## src/rtl/fwd_pkg.sv

```systemverilog
package fwd_pkg;

   // Operand source select encoding; bit positions are decoded by the operand mux.
   typedef enum logic [1:0] {
      SEL_RF = 2'b00,
      SEL_MW = 2'b01,
      SEL_EX = 2'b10
   } fwd_sel_e;

   localparam int unsigned NUM_OPND = 2;

endpackage

```

## src/rtl/fwd_hit.sv

```systemverilog
module fwd_hit #(
   parameter int unsigned REG_AW    = 5,
   parameter bit          SKIP_ZERO = 1'b1
) (
   input  logic [REG_AW-1:0] src_idx,
   input  logic [REG_AW-1:0] dst_idx,
   input  logic              dst_wr,
   output logic              hit
);

   logic same_reg;
   assign same_reg = (src_idx == dst_idx);

   generate
      if (SKIP_ZERO) begin : g_zero_masked
         logic dst_live;
         assign dst_live = |dst_idx;
         assign hit      = dst_wr & same_reg & dst_live;
      end else begin : g_zero_plain
         assign hit = dst_wr & same_reg;
      end
   endgenerate

endmodule

```

## src/rtl/fwd_pick.sv

```systemverilog
module fwd_pick
   import fwd_pkg::*;
(
   input  logic     ex_hit,
   input  logic     mw_hit,
   output fwd_sel_e sel
);

   always_comb begin
      if (ex_hit)      sel = SEL_EX;
      else if (mw_hit) sel = SEL_MW;
      else             sel = SEL_RF;
   end

endmodule

```

## src/rtl/fwd_opmux.sv

```systemverilog
module fwd_opmux
   import fwd_pkg::*;
#(
   parameter int unsigned DATA_W = 32
) (
   input  fwd_sel_e          sel,
   input  logic [DATA_W-1:0] rf_val,
   input  logic [DATA_W-1:0] ex_val,
   input  logic [DATA_W-1:0] mw_val,
   output logic [DATA_W-1:0] opnd
);

   always_comb begin
      unique case (sel)
         SEL_EX:  opnd = ex_val;
         SEL_MW:  opnd = mw_val;
         default: opnd = rf_val;
      endcase
   end

endmodule

```

## src/rtl/fwd_unit.sv

```systemverilog
module fwd_unit
   import fwd_pkg::*;
#(
   parameter int unsigned REG_AW         = 5,
   parameter int unsigned DATA_W         = 32,
   parameter bit          ZERO_REG_FIXED = 1'b1
) (
   input  logic [REG_AW-1:0] src_a_idx,
   input  logic [REG_AW-1:0] src_b_idx,
   input  logic [REG_AW-1:0] exm_dst,
   input  logic              exm_wr,
   input  logic [REG_AW-1:0] mwb_dst,
   input  logic              mwb_wr,
   input  logic              mwb_from_mem,
   input  logic [DATA_W-1:0] rf_a_val,
   input  logic [DATA_W-1:0] rf_b_val,
   input  logic [DATA_W-1:0] exm_result,
   input  logic [DATA_W-1:0] mwb_result,
   input  logic [DATA_W-1:0] mwb_mem_data,
   output logic [1:0]        sel_a,
   output logic [1:0]        sel_b,
   output logic [DATA_W-1:0] opnd_a,
   output logic [DATA_W-1:0] opnd_b
);

   localparam int unsigned NUM_REGS = 1 << REG_AW;

   generate
      if (REG_AW < 1 || REG_AW > 8) begin : g_bad_aw
         $error("fwd_unit: REG_AW out of range");
      end
      if (DATA_W < 1) begin : g_bad_dw
         $error("fwd_unit: DATA_W must be positive");
      end
      if (NUM_REGS < 2) begin : g_bad_regs
         $error("fwd_unit: register file too small");
      end
   endgenerate

   // Write-back candidate: the value the oldest stage will really write
   logic [DATA_W-1:0] wb_val;
   assign wb_val = mwb_from_mem ? mwb_mem_data : mwb_result;

   logic [REG_AW-1:0] src_idx [NUM_OPND];
   logic [DATA_W-1:0] rf_val  [NUM_OPND];
   fwd_sel_e          sel_v   [NUM_OPND];
   logic [DATA_W-1:0] opnd_v  [NUM_OPND];

   assign src_idx[0] = src_a_idx;
   assign src_idx[1] = src_b_idx;
   assign rf_val[0]  = rf_a_val;
   assign rf_val[1]  = rf_b_val;

   generate
      for (genvar i = 0; i < NUM_OPND; i++) begin : g_opnd
         logic ex_hit;
         logic mw_hit;

         fwd_hit #(.REG_AW(REG_AW), .SKIP_ZERO(ZERO_REG_FIXED)) u_ex_hit (
            .src_idx (src_idx[i]),
            .dst_idx (exm_dst),
            .dst_wr  (exm_wr),
            .hit     (ex_hit)
         );

         fwd_hit #(.REG_AW(REG_AW), .SKIP_ZERO(ZERO_REG_FIXED)) u_mw_hit (
            .src_idx (src_idx[i]),
            .dst_idx (mwb_dst),
            .dst_wr  (mwb_wr),
            .hit     (mw_hit)
         );

         fwd_pick u_pick (
            .ex_hit (ex_hit),
            .mw_hit (mw_hit),
            .sel    (sel_v[i])
         );

         fwd_opmux #(.DATA_W(DATA_W)) u_mux (
            .sel    (sel_v[i]),
            .rf_val (rf_val[i]),
            .ex_val (exm_result),
            .mw_val (wb_val),
            .opnd   (opnd_v[i])
         );

         always_comb begin

            if (sel_v[i] == SEL_EX)
               ex_wr_gate_chk: assert (exm_wr && exm_dst == src_idx[i]);

            if (sel_v[i] == SEL_MW)
               mw_wr_gate_chk: assert (mwb_wr && mwb_dst == src_idx[i]);

            if (ZERO_REG_FIXED && sel_v[i] != SEL_RF)
               zero_reg_chk: assert (src_idx[i] != '0);

            if (ZERO_REG_FIXED && exm_wr && exm_dst == src_idx[i] && exm_dst != '0)
               ex_priority_chk: assert (sel_v[i] == SEL_EX);

            if (sel_v[i] == SEL_EX)
               ex_value_chk: assert (opnd_v[i] == exm_result);

            if (sel_v[i] == SEL_MW)
               wb_value_chk: assert (opnd_v[i] == (mwb_from_mem ? mwb_mem_data : mwb_result));

            if (sel_v[i] == SEL_RF)
               rf_value_chk: assert (opnd_v[i] == rf_val[i]);
         end
      end
   endgenerate

   assign sel_a  = sel_v[0];
   assign sel_b  = sel_v[1];
   assign opnd_a = opnd_v[0];
   assign opnd_b = opnd_v[1];

endmodule

```

## config.mk

```make
export PLATFORM = sky130hd
export DESIGN_NAME = fwd_unit
export DESIGN_NICKNAME = d
export VERILOG_FILES = /design/src/rtl/fwd_pkg.sv /design/src/rtl/fwd_hit.sv /design/src/rtl/fwd_pick.sv /design/src/rtl/fwd_opmux.sv /design/src/rtl/fwd_unit.sv
export SDC_FILE = /design/constraint.sdc
export NUM_CORES = 1
export LEC_CHECK = 0
export ABC_AREA = 0
export CAP_MARGIN = 20
export CORE_AREA = 2 2 97 99
export DETAILED_ROUTE_END_ITERATION = 12
export DIE_AREA = 0 0 99 101
export PLACE_DENSITY = 0.74
export SLEW_MARGIN = 20
export SYNTH_ARGS = -nofsm -noshare
export SYNTH_HDL_FRONTEND = slang
export SYNTH_HIERARCHICAL = 1
export SYNTH_SLANG_ARGS = --single-unit
```

## constraint.sdc

```tcl
create_clock -name vclk -period 8.4
set_input_delay 2.1 -clock vclk [all_inputs]
set_output_delay 2.1 -clock vclk [all_outputs]
set_load 0.02 [all_outputs]
```

; Word level (Yosys, flattened, before mapping)
; Cells that the tools add are included.
[totals]
wordCells = 25
in_bits = 183
output_inout_bits = 68
register_bits = 0
[op_classes]
bitwise_logic = 8
reduce_logical = 2
eq_ne = 8
n_mux = 7
[ops]
columns = op, n
row1 = $pmux W32 S2, 2
row2 = $mux W32, 1
row3 = $eq A5 B5 Y1, 4
row4 = $reduce_or A5 Y1, 2
row5 = $and A1 B1 Y1, 8
row6 = $eq A2 B1 Y1 const B, 2
row7 = $eq A2 B2 Y1 const B, 2
row8 = $mux W2, 2
row9 = $mux W1, 2

; Longest topological paths before layout
; Gate-level depths: netlist of run 1.
[depth]
ltp_word = 7
ltp_mapped = 10
depth_no_buf = 8

; Hierarchy
; The synthesis of run 1 kept the hierarchy.
[modules_own_cells]
columns = mod, seq_area_each_um2, cells_each, n_inst, area_each_um2
row1 = fwd_opmux, 0.0, 113, 2, 636.9
row2 = fwd_unit, 0.0, 36, 1, 544.3
row3 = fwd_hit, 0.0, 10, 4, 70.1
row4 = fwd_pick, 0.0, 2, 2, 21.3

; Least setup slack after synthesis of run 1
; OpenSTA, ideal clock, no wires.
[synth_path]
kind = in2out
from = in src_a_idx[0]
to = out opnd_a[21]
t_arrival_ns = 3.830
cell_stages = 9
required_time_ns = 6.300
path_slack_ns = 2.470
path_buffers = 2
path_cell_list = nor4_1 o21ai_0 and4_1 nor2b_4 inv_1 ha_1 buf_2 buf_2 o21ai_1
[synth_between]
elab_cells_between_ends = 11
cone_classes = eq/ne (4) / mux (3) / bitwise (4)
[synth_lines]
columns = element, line
row1 = from (decl), fwd_unit.sv:8  ; input logic [REG_AW-1:0] src_a_idx,
row2 = $eq A5 B5 Y1 *, fwd_hit.sv:12  ; assign same_reg = (src_idx == dst_idx);
row3 = $and A1 B1 Y1 * (2 in series), fwd_hit.sv:18  ; assign hit = dst_wr & same_reg & dst_live;
row4 = net g_opnd[0].ex_hit, fwd_unit.sv:56  ; logic ex_hit;
row5 = $mux W2 *, fwd_pick.sv:10  ; if (ex_hit) sel = SEL_EX;
row6 = net sel_a[0], fwd_unit.sv:20  ; output logic [1:0] sel_a,
row7 = $eq A2 B1 Y1 or $eq A2 B2 Y1 (tied branches), -
row8 = $pmux W32 S2 *, fwd_opmux.sv:14  ; unique case (sel)
row9 = to (decl), fwd_unit.sv:22  ; output logic [DATA_W-1:0] opnd_a,
; Mark *: on every way through the listed nets, which the timed path passes. The rest lies on a longest branch.

; Final worst setup path of run 1
[layout_path]
from = in src_a_idx[0]
to = out opnd_a[29]
[layout_between]
elab_chain_cells = 7
elab_cells_between_ends = 11
cone_classes = eq/ne (4) / mux (3) / bitwise (4)
[layout_lines]
columns = element, line
row1 = $eq A5 B5 Y1, fwd_hit.sv:12
row2 = $and A1 B1 Y1 (2 in series), fwd_hit.sv:18
row3 = $mux W1, fwd_pick.sv:11  ; else if (mw_hit) sel = SEL_MW;
row4 = $mux W2 *, fwd_pick.sv:10
row5 = $eq A2 B1 Y1 or $eq A2 B2 Y1 (tied branches), -
row6 = $pmux W32 S2 *, fwd_opmux.sv:14
; Mark *: on every way between the ends. The rest lies on a longest branch, timed or not.

==> results.md, run 1 <==
- Tmin final: 7.39 ns
- Gr ovfl total: 0
- Post-layout nets: 720
- Drt drc: 0
- Tcrit/Tclk final: 88.0%
- Die width: 99 um
- Pin count of the biggest net entering global routing: 35
- Filler instances: 844
- Most frequent cells after synthesis: 68 x nand2_1, 64 x a22oi_1, 60 x o21ai_1
- Synth top area share: 22.4%
- Leakage: 1.73 nW
- Critical Path AT: 5.29 ns
- CP Launch Type: input port
- Max-Cap Viols: 0
- Routed Antenna Nets: 0
- Syn_nets: 493
- Max_slew headroom: 28.4%
- Vias/cell: 5.01
- Outcome: completed
- CP max stage delay: 0.63 ns
- Hold depth: 4
- CTS resizes: 0
- Die ar.: 0.0100 mm^2
- CP max stage cell: clkdlybuf4s50_1
- DR pass1 iterations: 4
- Layout cell share with drive strength beyond 1: 8.10%
- DP HPWL: 8120 um
- RD Place Congestion: 0.845
- Peak supply drop: 0.0278 mV
- Final setup viols: 0
- Final non-filler cell total: 642
- Post-synthesis sequential area ratio: 0%
- Placement Cell Area: 0.00461 mm^2
- Diodes inserted: 0
- Pre-CTS worst setup slack: 0.959 ns
- Final Power: 233 uW
- Most frequent cell after synthesis: nand2_1
- Post-Syn Area per Cell: 7.00 um^2
- Worst-path maximum fanout: 17
- Clk_buf instances: 0
- Mapped Area: 0.00214 mm^2
- Post-Synthesis Cells: 306
- Setup tns final: 0 ns
- CP Class: in -> out
- YS warnings: 6
- Placeable Area: 0.00898 mm^2
- Hold Vio Cnt, Final: 0
- Yosys cell types: 19
- Io pins: 251
- Cell Chain, Critical Path: clkdlybuf4s50_1 -> nor4_1 -> o21ai_0 -> and4_1 -> nor2b_4 -> ha_1 -> buf_4 -> a22oi_1 -> o21ai_0 -> clkdlybuf4s50_1
- PnR worst setup slack: 1.01 ns
- Post-Route WL: 10,000 um
- Fmax: 0.135 GHz
- P&R area growth vs syn: 115%
- Hold Slack: 5.23 ns
- Gr usage total: 17.8%
- Wirelength per Cell: 15.6 um
- RSZ-0062 raised after global routing: false
- # Post-CTS Setup Buffers: 0
- Sequential cell count: 0
- Crit path required time: 6.30 ns
- Post-layout util: 51.3%
- Hold Crit Endpoint: opnd_b[14]
- Hold-fix buffers, CTS: 0
- 1st-iter DRT viols: 72
- I/O Buffers: 251
- Synth area leader: a22oi_1
- Initial antenna violation count: 0
- HP Start: rf_b_val[14]
- Register area: 0 um^2
- Slew Viols, Final: 0
- Least-Margin Pin Slew: 1.07 ns
- DR vias: 3,216
- Top cells by area, synth: a22oi_1 22%, mux2_4 21%, o21ai_1 14%, nand2_1 12%, xor2_1 4.9%
- Die H: 101 um
- Endpoint class of the critical path: output pin
- Initial Utilization: 23.8%
- Final instance area: 0.00461 mm^2
- Pwr Density: 50.5 mW/mm^2
- Number of global-route vias before repair: 3,084
- DP Cell Count: 642
- First-pass GRT wire length: 15,000 um
- Row count: 35
- Worst hold path type: in -> out
- Area of the multi-input gates: 0.00188 mm^2
[worst max-delay path by stage]
stage,start,endpoint,depth (start not counted)
floorplan,src_a_idx[0],opnd_a[21],9
global placement,src_a_idx[0],opnd_a[29],10
detailed placement,src_a_idx[0],opnd_a[29],10
CTS,src_a_idx[0],opnd_a[29],10
global route,src_a_idx[0],opnd_a[29],10
finish,src_a_idx[0],opnd_a[29],10
[final cells by class]
type / count / area share (%)
multi-input cells: 270 / 40.7
inverters: 4 / 0.326
well taps: 111 / 3.01
repair buffers: 257 / 55.9
[metal layers]
layer | track usage (%) | routed length (um) | vias up
met1 | 19.5 | 3720 | 1464
met5 | 0 | 0 | -
met2 | 36.2 | 5320 | 159
met3 | 3.61 | 923 | 4
li1 | - | - | 1589
met4 | 1.05 | 60 | 0
[logic make-up (layout without fill, tap and decap cells)]
family / after synthesis / count (layout) / synth area share, %
compound gates: 132 / 132 / 38.3
simple gates: 86 / 86 / 18.1
buf+inv: 36 / 261 / 12.6
mux: 32 / 32 / 22.1
xor+xnor: 16 / 16 / 6.55
fa+ha+maj: 4 / 4 / 2.34
[cell usage in the layout (no fill, tap or decap)]
master	n
o21ai_1	60
xnor2_1	4
inv_1	4
nor3_1	4
and4_1	4
clkdlybuf4s50_1	250
a22oi_1	64
mux2_4	30
nor2b_4	2
mux2_2	2
nor4_1	4
xor2_1	12
buf_4	4
buf_12	2
ha_2	2
buf_2	1
nand2_1	68
o21ai_0	8
ha_1	2
or2_1	4
[worst max-delay path, delay by kind of cell]
| family | cells | cell delay, ns |
|---|---|---|
| adder cells (fa/ha/maj) | 1 | 0.61 |
| AO/OA/AOI/OAI | 3 | 0.43 |
| AND/OR/NAND/NOR | 3 | 0.71 |
| buffers and inverters | 3 | 1.45 |
[power by group]
| group | internal, mW | switching (mW) |
|---|---|---|
| clock | 0 | 0 |
| sequential | 0 | 0 |
| combinational | 0.144 | 0.0882 |
| total | 0.144 | 0.0882 |
(Power assumes the default switching activity.)
==> run 2, diff against run 1 <==
--- a/config.mk
+++ b/config.mk
@@ -6,7 +6,6 @@
 export NUM_CORES = 1
 export LEC_CHECK = 0
 export ABC_AREA = 0
-export CAP_MARGIN = 20
 export CORE_AREA = 2 2 97 99
 export DETAILED_ROUTE_END_ITERATION = 12
 export DIE_AREA = 0 0 99 101
==> results of run 2 <==
The final DEF is identical to that of run 1; final timing and power are the same.
